===== src/rtl/rtm_pkg.sv =====
package rtm_pkg;

  typedef enum logic [1:0] {
    OP_ACT = 2'd0,
    OP_RD  = 2'd1,
    OP_WR  = 2'd2,
    OP_PRE = 2'd3
  } op_e;

  localparam int NCODE = 9;
  localparam int CODEW = 4;

  // violation codes; flag bit index is code-1
  localparam logic [CODEW-1:0] C_ACT_OPEN   = 4'd1;
  localparam logic [CODEW-1:0] C_COL_CLOSED = 4'd2;
  localparam logic [CODEW-1:0] C_RD_EARLY   = 4'd3;
  localparam logic [CODEW-1:0] C_WR_EARLY   = 4'd4;
  localparam logic [CODEW-1:0] C_COL_GAP    = 4'd5;
  localparam logic [CODEW-1:0] C_PRE_RD     = 4'd6;
  localparam logic [CODEW-1:0] C_PRE_WR     = 4'd7;
  localparam logic [CODEW-1:0] C_DATA_MISS  = 4'd8;
  localparam logic [CODEW-1:0] C_DATA_EXTRA = 4'd9;

  // elapsed cycles shorter than the required minimum
  function automatic logic gap_short(input logic [15:0] elapsed,
                                     input logic [15:0] min_gap);
    return elapsed < min_gap;
  endfunction

  // lowest code among the raised violations, 0 if none
  function automatic logic [CODEW-1:0] first_code(input logic [NCODE-1:0] hits);
    logic [CODEW-1:0] r;
    r = '0;
    for (int i = NCODE - 1; i >= 0; i--) begin
      if (hits[i]) r = CODEW'(i + 1);
    end
    return r;
  endfunction

endpackage


===== src/rtl/rtm_bank_tracker.sv =====
module rtm_bank_tracker
  import rtm_pkg::*;
#(
  parameter int CNTW       = 5,
  parameter int RD_ACT_MIN = 5,
  parameter int WR_ACT_MIN = 1,
  parameter int RD_PRE_MIN = 3,
  parameter int WR_PRE_MIN = 10
) (
  input  logic clk,
  input  logic rst_n,
  input  logic hit,
  input  op_e  op,
  output logic row_open,
  output logic e_act_open,
  output logic e_col_closed,
  output logic e_rd_early,
  output logic e_wr_early,
  output logic e_pre_rd,
  output logic e_pre_wr
);

  localparam int AGE_ACT = 0;
  localparam int AGE_RD  = 1;
  localparam int AGE_WR  = 2;
  localparam int NAGE    = 3;

  logic is_act, is_rd, is_wr, is_pre;
  assign is_act = hit && (op == OP_ACT);
  assign is_rd  = hit && (op == OP_RD);
  assign is_wr  = hit && (op == OP_WR);
  assign is_pre = hit && (op == OP_PRE);

  logic [NAGE-1:0] age_evt;
  assign age_evt = {is_wr, is_rd, is_act};

  // cycles elapsed since each event kind, saturating at all ones
  logic [CNTW-1:0] age [NAGE];

  for (genvar g = 0; g < NAGE; g++) begin : g_age
    always_ff @(posedge clk) begin
      if (!rst_n)                age[g] <= '1;
      else if (age_evt[g])       age[g] <= CNTW'(1);
      else if (age[g] != '1)     age[g] <= age[g] + CNTW'(1);
    end
  end

  always_ff @(posedge clk) begin
    if (!rst_n)      row_open <= 1'b0;
    else if (is_act) row_open <= 1'b1;
    else if (is_pre) row_open <= 1'b0;
  end

  assign e_act_open   = is_act && row_open;
  assign e_col_closed = (is_rd || is_wr) && !row_open;
  assign e_rd_early   = is_rd  && gap_short(16'(age[AGE_ACT]), 16'(RD_ACT_MIN));
  assign e_wr_early   = is_wr  && gap_short(16'(age[AGE_ACT]), 16'(WR_ACT_MIN));
  assign e_pre_rd     = is_pre && gap_short(16'(age[AGE_RD]),  16'(RD_PRE_MIN));
  assign e_pre_wr     = is_pre && gap_short(16'(age[AGE_WR]),  16'(WR_PRE_MIN));

endmodule


===== src/rtl/rtm_data_window.sv =====
module rtm_data_window #(
  parameter int RD_LAT = 6,
  parameter int WR_LAT = 3,
  parameter int BW     = 3
) (
  input  logic          clk,
  input  logic          rst_n,
  input  logic          rd_issue,
  input  logic          wr_issue,
  input  logic [BW-1:0] bank,
  input  logic          data_valid,
  output logic          exp_now,
  output logic [BW-1:0] exp_bank,
  output logic          e_miss,
  output logic          e_extra
);

  localparam int DEPTH = (RD_LAT > WR_LAT) ? RD_LAT : WR_LAT;

  // slot k: data expected k cycles after the current one
  logic [DEPTH-1:0] slot;
  logic [BW-1:0]    sbank [DEPTH];

  always_ff @(posedge clk) begin
    if (!rst_n) begin
      slot <= '0;
      for (int k = 0; k < DEPTH; k++) sbank[k] <= '0;
    end else begin
      for (int k = 0; k < DEPTH - 1; k++) begin
        slot[k]  <= slot[k+1];
        sbank[k] <= sbank[k+1];
      end
      slot[DEPTH-1] <= 1'b0;
      if (rd_issue) begin
        slot[RD_LAT-1]  <= 1'b1;
        sbank[RD_LAT-1] <= bank;
      end
      if (wr_issue) begin
        slot[WR_LAT-1]  <= 1'b1;
        sbank[WR_LAT-1] <= bank;
      end
    end
  end

  assign exp_now  = slot[0];
  assign exp_bank = sbank[0];
  assign e_miss   = exp_now && !data_valid;
  assign e_extra  = data_valid && !exp_now;

endmodule


===== src/rtl/rtm_err_log.sv =====
module rtm_err_log
  import rtm_pkg::*;
#(
  parameter int BW = 3
) (
  input  logic             clk,
  input  logic             rst_n,
  input  logic             err_clear,
  input  logic [NCODE-1:0] hits,
  input  logic [CODEW-1:0] new_code,
  input  logic [BW-1:0]    new_bank,
  output logic [NCODE-1:0] flags,
  output logic [CODEW-1:0] code,
  output logic [BW-1:0]    bank
);

  logic log_empty;
  assign log_empty = (flags == '0);

  always_ff @(posedge clk) begin
    if (!rst_n) begin
      flags <= '0;
      code  <= '0;
      bank  <= '0;
    end else begin
      flags <= err_clear ? hits : (flags | hits);
      if ((|hits) && (err_clear || log_empty)) begin
        code <= new_code;
        bank <= new_bank;
      end else if (err_clear) begin
        code <= '0;
        bank <= '0;
      end
    end
  end

endmodule


===== src/rtl/rtm_monitor.sv =====
module rtm_monitor
  import rtm_pkg::*;
#(
  parameter int NBANK       = 8,
  parameter int RD_ACT_MIN  = 5,
  parameter int WR_ACT_MIN  = 1,
  parameter int COL_GAP_MIN = 2,
  parameter int RD_PRE_MIN  = 3,
  parameter int WR_PRE_MIN  = 10,
  parameter int RD_LAT      = 6,
  parameter int WR_LAT      = 3,
  localparam int BW         = $clog2(NBANK)
) (
  input  logic             clk,
  input  logic             rst_n,
  input  logic             cmd_valid,
  input  logic [1:0]       cmd_op,
  input  logic [BW-1:0]    cmd_bank,
  input  logic             data_valid,
  input  logic             err_clear,
  output logic [NCODE-1:0] err_flags,
  output logic [CODEW-1:0] err_code,
  output logic [BW-1:0]    err_bank
);

  localparam int MAX_A   = (RD_ACT_MIN > WR_ACT_MIN) ? RD_ACT_MIN : WR_ACT_MIN;
  localparam int MAX_P   = (RD_PRE_MIN > WR_PRE_MIN) ? RD_PRE_MIN : WR_PRE_MIN;
  localparam int MAX_AP  = (MAX_A > MAX_P) ? MAX_A : MAX_P;
  localparam int MAX_MIN = (MAX_AP > COL_GAP_MIN) ? MAX_AP : COL_GAP_MIN;
  localparam int CNTW    = $clog2(MAX_MIN + 1) + 1;

  op_e op;
  assign op = op_e'(cmd_op);

  logic rd_issue, wr_issue, col_issue;
  assign rd_issue  = cmd_valid && (op == OP_RD);
  assign wr_issue  = cmd_valid && (op == OP_WR);
  assign col_issue = rd_issue || wr_issue;

  // per-bank trackers
  logic [NBANK-1:0] row_open;
  logic [NBANK-1:0] e_act_open, e_col_closed, e_rd_early, e_wr_early, e_pre_rd, e_pre_wr;

  for (genvar b = 0; b < NBANK; b++) begin : g_bank
    logic bank_hit;
    assign bank_hit = cmd_valid && (cmd_bank == BW'(b));
    rtm_bank_tracker #(
      .CNTW(CNTW), .RD_ACT_MIN(RD_ACT_MIN), .WR_ACT_MIN(WR_ACT_MIN),
      .RD_PRE_MIN(RD_PRE_MIN), .WR_PRE_MIN(WR_PRE_MIN)
    ) u_trk (
      .clk(clk), .rst_n(rst_n), .hit(bank_hit), .op(op),
      .row_open(row_open[b]),
      .e_act_open(e_act_open[b]), .e_col_closed(e_col_closed[b]),
      .e_rd_early(e_rd_early[b]), .e_wr_early(e_wr_early[b]),
      .e_pre_rd(e_pre_rd[b]), .e_pre_wr(e_pre_wr[b])
    );
  end

  // spacing between column commands on any bank
  logic [CNTW-1:0] col_age;
  always_ff @(posedge clk) begin
    if (!rst_n)              col_age <= '1;
    else if (col_issue)      col_age <= CNTW'(1);
    else if (col_age != '1)  col_age <= col_age + CNTW'(1);
  end

  logic e_col_gap;
  assign e_col_gap = col_issue && gap_short(16'(col_age), 16'(COL_GAP_MIN));

  // data arrival window
  logic          exp_now, e_miss, e_extra;
  logic [BW-1:0] exp_bank;

  rtm_data_window #(.RD_LAT(RD_LAT), .WR_LAT(WR_LAT), .BW(BW)) u_win (
    .clk(clk), .rst_n(rst_n), .rd_issue(rd_issue), .wr_issue(wr_issue),
    .bank(cmd_bank), .data_valid(data_valid),
    .exp_now(exp_now), .exp_bank(exp_bank), .e_miss(e_miss), .e_extra(e_extra)
  );

  // violation vector, bit i = code i+1
  logic [NCODE-1:0] hits;
  assign hits = {e_extra, e_miss, |e_pre_wr, |e_pre_rd, e_col_gap,
                 |e_wr_early, |e_rd_early, |e_col_closed, |e_act_open};

  function automatic logic [BW-1:0] bank_of(input logic [CODEW-1:0] c,
                                            input logic [BW-1:0] cb,
                                            input logic [BW-1:0] db);
    if (c == C_DATA_MISS)       return db;
    else if (c == C_DATA_EXTRA) return '0;
    else                        return cb;
  endfunction

  logic [CODEW-1:0] new_code;
  logic [BW-1:0]    new_bank;
  assign new_code = first_code(hits);
  assign new_bank = bank_of(new_code, cmd_bank, exp_bank);

  rtm_err_log #(.BW(BW)) u_log (
    .clk(clk), .rst_n(rst_n), .err_clear(err_clear), .hits(hits),
    .new_code(new_code), .new_bank(new_bank),
    .flags(err_flags), .code(err_code), .bank(err_bank)
  );

endmodule


===== config.mk =====
export PLATFORM = sky130hd
export DESIGN_NAME = rtm_monitor
export DESIGN_NICKNAME = d
export VERILOG_FILES = /design/src/rtl/rtm_pkg.sv /design/src/rtl/rtm_bank_tracker.sv /design/src/rtl/rtm_data_window.sv /design/src/rtl/rtm_err_log.sv /design/src/rtl/rtm_monitor.sv
export SDC_FILE = /design/constraint.sdc
export NUM_CORES = 1
export LEC_CHECK = 0
export ABC_AREA = 0
export BUFFER_PORTS_ARGS = -buffer_cell sky130_fd_sc_hd__buf_2
export CAP_MARGIN = 10
export CORE_MARGIN = 2
export CORE_UTILIZATION = 50
export DETAILED_ROUTE_END_ITERATION = 12
export GPL_ROUTABILITY_DRIVEN = 0
export PLACE_DENSITY = 0.66
export SLEW_MARGIN = 20
export SYNTH_ARGS = -nofsm -noshare
export SYNTH_HDL_FRONTEND = slang
export SYNTH_SLANG_ARGS = --single-unit

===== constraint.sdc =====
create_clock -name clk -period 5.86 [get_ports clk]
set_clock_uncertainty 0.05 [all_clocks]
set_input_delay 0.586 -clock clk [delete_from_list [all_inputs] [get_ports clk]]
set_output_delay 0.586 -clock clk [all_outputs]
set_load 0.005 [all_outputs]

======== Yosys cells after proc, flatten, opt, wreduce, memory -nomap -nowiden ========
Memories as Yosys holds them, arrays and structs flattened.
Cells that the tools add are included.
operators by class
  equality and inequality tests ........... 37
  bitwise logic cells ..................... 57
  $add $sub $neg .......................... 25
  order comparisons ....................... 33
  reduce and logical (&&, ||, !) cells .... 135
  mux-type cells .......................... 266
operators with widths
  kind                                                         number
  two-way mux 5 bit                                            50
  two-way mux 1 bit                                            193
  adder 5 x 1 -> 5 bit (second input constant)                 25
  != test 5 bit (second input constant)                        25
  logical AND 1 bit                                            94
  bitwise OR 1 bit                                             55
  OR reduction 51 bit                                          1
  OR reduction 8 bit                                           6
  less-than comparator 5 x 2 -> 1 bit (second input constant)  9
  two-way mux 4 bit                                            11
  less-than comparator 5 x 1 -> 1 bit (second input constant)  8
  less-than comparator 5 x 3 -> 1 bit (second input constant)  8
  less-than comparator 5 x 4 -> 1 bit (second input constant)  8
  two-way mux 3 bit                                            11
  nonzero test 2 bit                                           10
  equality test 3 bit (second input constant)                  4
  zero test 1 bit                                              10
  logical OR 1 bit                                             10
  zero test 9 bit                                              1
  two-way mux 9 bit                                            1
  bitwise OR 9 bit                                             1
  equality test 4 bit (second input constant)                  2
  equality test 3 x 2 -> 1 bit (second input constant)         2
  equality test 2 bit (second input constant)                  2
  other kinds (6)                                              6
word-level totals
  memories ................................ 9
  flip-flop bits (word level) ............. 35
  input bits .............................. 10
  bits in writable memories ............... 138
memory list
  memory               depth  bits a word  rd ports  clocked after Yosys merged registers in  wr ports  RTL line                text
  u_win.sbank          6      3            6         0                                        6         rtm_data_window.sv:22   logic [BW-1:0] sbank [DEPTH];
  g_bank[0].u_trk.age  3      5            3         0                                        3         rtm_bank_tracker.sv:38  logic [CNTW-1:0] age [NAGE];
  g_bank[1].u_trk.age  3      5            3         0                                        3         rtm_bank_tracker.sv:38
  g_bank[2].u_trk.age  3      5            3         0                                        3         rtm_bank_tracker.sv:38
  g_bank[3].u_trk.age  3      5            3         0                                        3         rtm_bank_tracker.sv:38
  g_bank[4].u_trk.age  3      5            3         0                                        3         rtm_bank_tracker.sv:38
  3 more memories      n/a    n/a          n/a       n/a                                      n/a       n/a

======== Logic depth before layout (Yosys ltp) ========
  depth after elaboration ................. 16
  depth in mapped cells ................... 10
  gate-level depth less buffers ........... 7

======== Cells and area by module ========
From an unflattened synthesis, not the netlist that was laid out.
unflattened totals
  cell total of the unflattened synthesis .. 878
  area total of the unflattened synthesis .. 9658.0 µm²
by module, submodules not included
  module            area each (µm²)  instances  cells each
  rtm_bank_tracker  945.9            8          85
  rtm_data_window   790.8            1          60
  rtm_monitor       693.2            1          85
  rtm_err_log       606.8            1          53

======== Least setup slack after synthesis ========
Ideal clock, no wire load.
  path kind ............................... input-to-reg
  start point ............................. in cmd_valid
  end point ............................... reg u_log.code[2]
  data arrival time ....................... 2495 ps
  setup time .............................. 115 ps
  data required time ...................... 5695 ps
  path slack .............................. 3200 ps
  buffers on the path ..................... 2
  stages on the path ...................... 9
  path through ............................ buf_2 > and4b_1 > clkbuf_1 > and4_1 > nor4_2 > nand2_1 > or4b_1 > and4_1 > o21a_1
between the ends
  word-level cells in the longest chain between the ends .. 12
  elaborated cells between the ends (all ways) .. 117
  classes of those cells .................. mux: 8; reduce/logical: 109
ends and longest elaborated chain
  what                             RTL line                text
  start, declared                  rtm_monitor.sv:16       input logic cmd_valid,
  logical AND 1 bit                rtm_monitor.sv:46       assign bank_hit = cmd_valid && (cmd_bank == BW'(b));
  logical AND 1 bit                rtm_bank_tracker.sv:32  assign is_pre = hit && (op == OP_PRE);
  logical AND 1 bit                rtm_bank_tracker.sv:59  assign e_pre_wr = is_pre && gap_short(16'(age[AGE_WR]), 16'(WR_PRE_MIN));
  OR reduction 8 bit               rtm_monitor.sv:82       assign hits = {e_extra, e_miss, |e_pre_wr, |e_pre_rd, e_col_gap,
  two-way mux 4 bit (7 in series)  rtm_pkg.sv:35           if (hits[i]) r = CODEW'(i + 1);
  two-way mux 4 bit                rtm_err_log.sv:27       if ((|hits) && (err_clear || log_empty)) begin
  end signal, assigned             rtm_err_log.sv:28       code <= new_code;
  end, declared                    rtm_err_log.sv:13       output logic [CODEW-1:0] code,
Parallel ways exist; a longest one is shown, timed or not.
A chain may end at the register's enable or synchronous reset.

======== Worst setup path after layout ========
  start point ............................. in cmd_bank[2]
  end point ............................... reg u_log.bank[2]
between the ends
  word-level cells in the longest chain between the ends .. 16
  elaborated cells between the ends (all ways) .. 125
  classes of those cells .................. eq/ne: 9; mux: 10; reduce/logical: 106
ends and longest elaborated chain
  what                                                        RTL line                text
  start, declared                                             rtm_monitor.sv:18       input logic [BW-1:0] cmd_bank,
  equality test 3 x 1 -> 1 bit, or another cell as far along  rtm_monitor.sv:46
  logical AND 1 bit                                           rtm_monitor.sv:46
  logical AND 1 bit                                           rtm_bank_tracker.sv:32
  logical AND 1 bit                                           rtm_bank_tracker.sv:59
  OR reduction 8 bit                                          rtm_monitor.sv:82
  two-way mux 4 bit (7 in series)                             rtm_pkg.sv:35
  equality test 4 bit                                         rtm_monitor.sv:89       else if (c == C_DATA_EXTRA) return '0;
  two-way mux 3 bit                                           rtm_monitor.sv:89
  two-way mux 3 bit                                           rtm_monitor.sv:88       if (c == C_DATA_MISS) return db;
  two-way mux 3 bit                                           rtm_err_log.sv:27
  end signal, assigned                                        rtm_err_log.sv:29       bank <= new_bank;
  end, declared                                               rtm_err_log.sv:14       output logic [BW-1:0] bank
Parallel ways exist; a longest one is shown, timed or not.

==> flow_metrics.tcl <==
set metrics [dict create \
    tns_ps 0 \
    worstSetupStartpoint "cmd_bank[2]" \
    clk_pin_slew_worst_paths_ps 70 \
    grt_max_degree 85 \
    seq_area_frac_synth_pct 49.8 \
    drive_gt1_share_pct 7.85 \
    clock_sinks 173 \
    cts.path.max_buffers 2 \
    clockPowerShare_pct 20.1 \
    dr_total_vias 7148 \
    synth_cell_type_count 64 \
    dr.pass1.iters 5 \
    hold_buffers 0 \
    p_total_w 0.00545 \
    period_share_pct 59.0 \
    cp.depth 8 \
    wl_per_cell_um 17.7 \
    setup_viol 0 \
    period_minus_slack_ps 3460 \
    core_um2 18600 \
    crit_path_start_kind "primary input" \
    crit_path_cell_trace "buf_2, nor2b_1, nand3_1, a21oi_1, o41a_1, or3_1, or3b_1, a311oi_1" \
    syn_area_per_cell_um2 10.1 \
    syn_inst 937 \
    dpl-instance-area_um2 9720 \
    yosys_most_used_dff "edfxtp_1" \
    track_usage_pct 21.8 \
    synth-edff-count 126 \
    switching_share_pct 36.2 \
    fin_cells 1191 \
    drc_errors 0 \
    combPwrFrac_pct 37.2 \
    ant_nets 0 \
    gr-total-overflow 0 \
    ys_warn_count 0 \
    p_leak_nw 3.65 \
    grt_pass1_wl_um 34500 \
    dpl.hpwl_um 15000 \
    cts_resized 0 \
    h-tree-depth 4 \
    regToRegEndpoint "u_log.bank[2]" \
    worst_hold_path_type "reg2reg" \
    crit_slowest_cell "nor2b_1" \
    power.density_nw_per_um2 530 \
    async_reset_ff_share_pct 0 \
    final_cell_mix "edfxtp_1 (126), o21ai_0 (125), nand2_1 (101), nor2_1 (94)" \
    finalHoldViolCount 0 \
    max_slew_margin_pct 36.6 \
    cp_data_arrival_time_ps 3740 \
    nets 1005 \
    required_ps 6140 \
    drv_cap 0 \
    ys_seq_elements 173 \
    cts_tree "done" \
    status "completed" \
    tightestPinTransition_ps 950 \
    cp-endpoint "u_log.bank[2]" \
    crit_buf_inv 1 \
    finalWirelength_um 21100 \
    fillers 1640 \
    crit_type "in2reg" \
    grt_pass1_vias 6643 \
    initial_core_util_pct 50.8 \
    r2r_start "g_bank[0].u_trk.age[1][3]" \
    p_switching_w 0.00197 \
    cpPeakStageDelay_ps 830 \
    rsz0062_at_grt "no" \
    drv_slew 0 \
    reg2reg_depth 7 \
    synthToLayoutAreaGrowth_pct 8.48 \
    path_delay_family "simple AND/OR/NAND/NOR gates" \
    ios 26 \
    p_seq_share_pct 42.7 \
    holdCritStartpoint "u_win.sbank[0][13]" \
    numCtsBuffers 17 \
    drtIter0Drc 572 \
    critPathMaxFanout 27 \
    irDropWorstVdd_uv 309 \
    fmax_mhz 289 \
    fp.dieH_um 142 \
    clock-root-buffer "clkbuf_16" \
    final_cell_area_um2 10300 \
    design.die.area_um2 20100 \
    routed_via_density 6.00 \
    netlist_area_um2 9480 \
    cp-end-kind "register" \
    fp-row-count 50 \
    clock_latency_ps 440 \
    die_x_um 142 \
    p_int_w 0.00348 \
    antenna_found_initial 1 \
    final_common_cell "edfxtp_1" \
    cts_setup_buffers 0 \
    reg2reg_setup_slack_ps 3190 \
    io_buffer_count 25 \
    dp.cells 1158 \
]
==> final cells by class <==
| cell class | instances | area, um^2 | area share [%] |
|---|---|---|---|
| sequential | 173 | 4720 | 46.0 |
| multi-input combinational | 711 | 4510 | 43.8 |
| clock buffer | 17 | 425 | 4.14 |
| tap | 234 | 293 | 2.85 |
| timing repair buffer | 27 | 143 | 1.39 |
| clock inverter | 15 | 138 | 1.34 |
| inverter | 13 | 48.8 | 0.475 |
| antenna | 1 | 2.50 | 0.0243 |
==> through the flow <==
step	util [%]	hold slack (ps)	worst slack, ps
after global placement	52.1	365	2110
after floorplan	-	356	3200
after global routing	55.1	390	2300
final	55.1	384	2400
after CTS	55.1	386	2470
after detailed placement	52.1	368	2020
==> worst min-delay path by stage <==
stage                     cells past startpoint  slack (ps)                 end
after floorplan                               1         360   u_win.sbank[0][1]
after global placement                        1         370   u_win.sbank[0][9]
after detailed placement                      1         370   u_win.sbank[0][9]
after CTS                                     1         390   u_win.sbank[0][9]
after global routing                          1         390  u_win.sbank[0][10]
final                                         1         380  u_win.sbank[0][10]
==> synthesized netlist by cell type, drive strengths merged (7+ instances only) <==
| library cell | number | area, um^2 |
|---|---|---|
| edfxtp | 126 | 3780 |
| dfxtp | 47 | 941 |
| clkbuf | 30 | 113 |
| and2 | 26 | 163 |
| nor4b | 7 | 73.8 |
| nor3 | 15 | 80.1 |
| and3 | 30 | 189 |
| nor4 | 13 | 93.8 |
| nor2 | 94 | 353 |
| ha | 52 | 651 |
| nand3 | 52 | 260 |
| o21ai | 125 | 626 |
| buf | 12 | 92.6 |
| inv | 13 | 48.8 |
| nand4 | 9 | 71.3 |
| xor2 | 27 | 236 |
| a22oi | 7 | 52.6 |
| nand4b | 26 | 234 |
| nand2 | 101 | 379 |
| xnor2 | 25 | 219 |
| a21oi | 23 | 115 |
==> kinds of logic after synthesis <==
| kind of cell | after synthesis | synth area share, % |
|---|---|---|
| and+or+nand+nor | 412 | 23.3 |
| buffers and inverters | 55 | 2.68 |
| xor gates and xnor gates | 52 | 4.81 |
| adders and majority gates | 52 | 6.86 |
| muxes | 8 | 1.24 |
| other | 1 | 0.0396 |
| AOI/OAI and AO/OA | 184 | 11.2 |
| DFF | 173 | 49.8 |
==> registers in the layout, indices dropped and copies added, names as in the netlist <==
| name | cells |
|---|---|
| g_bank.u_trk.age | 120 |
| u_win.sbank | 18 |
| u_log.flags | 9 |
| g_bank.u_trk.row_open | 8 |
| u_win.slot | 6 |
| col_age | 5 |
| u_log.code | 4 |
| u_log.bank | 3 |
==> metal layers <==
layer  up-vias  track usage [%]  wire (um)
li1       3481                -          -
met1      3423             29.8       9510
met2       204             34.5       9890
met3        40             5.06       1300
met4         0             6.84        418
met5         -                0          0
==> power by group through the flow <==
stage | sequential, W | clock (W) | combinational (W)
after global placement | 0.00234 | 0 | 0.00197
final | 0.00233 | 0.00110 | 0.00203
after detailed placement | 0.00235 | 0 | 0.00202
after global routing | 0.00239 | 0.00117 | 0.00237
after floorplan | 0.00224 | 0 | 0.00166
after CTS | 0.00232 | 0.00111 | 0.00204
(Power assumes the default switching activity.)
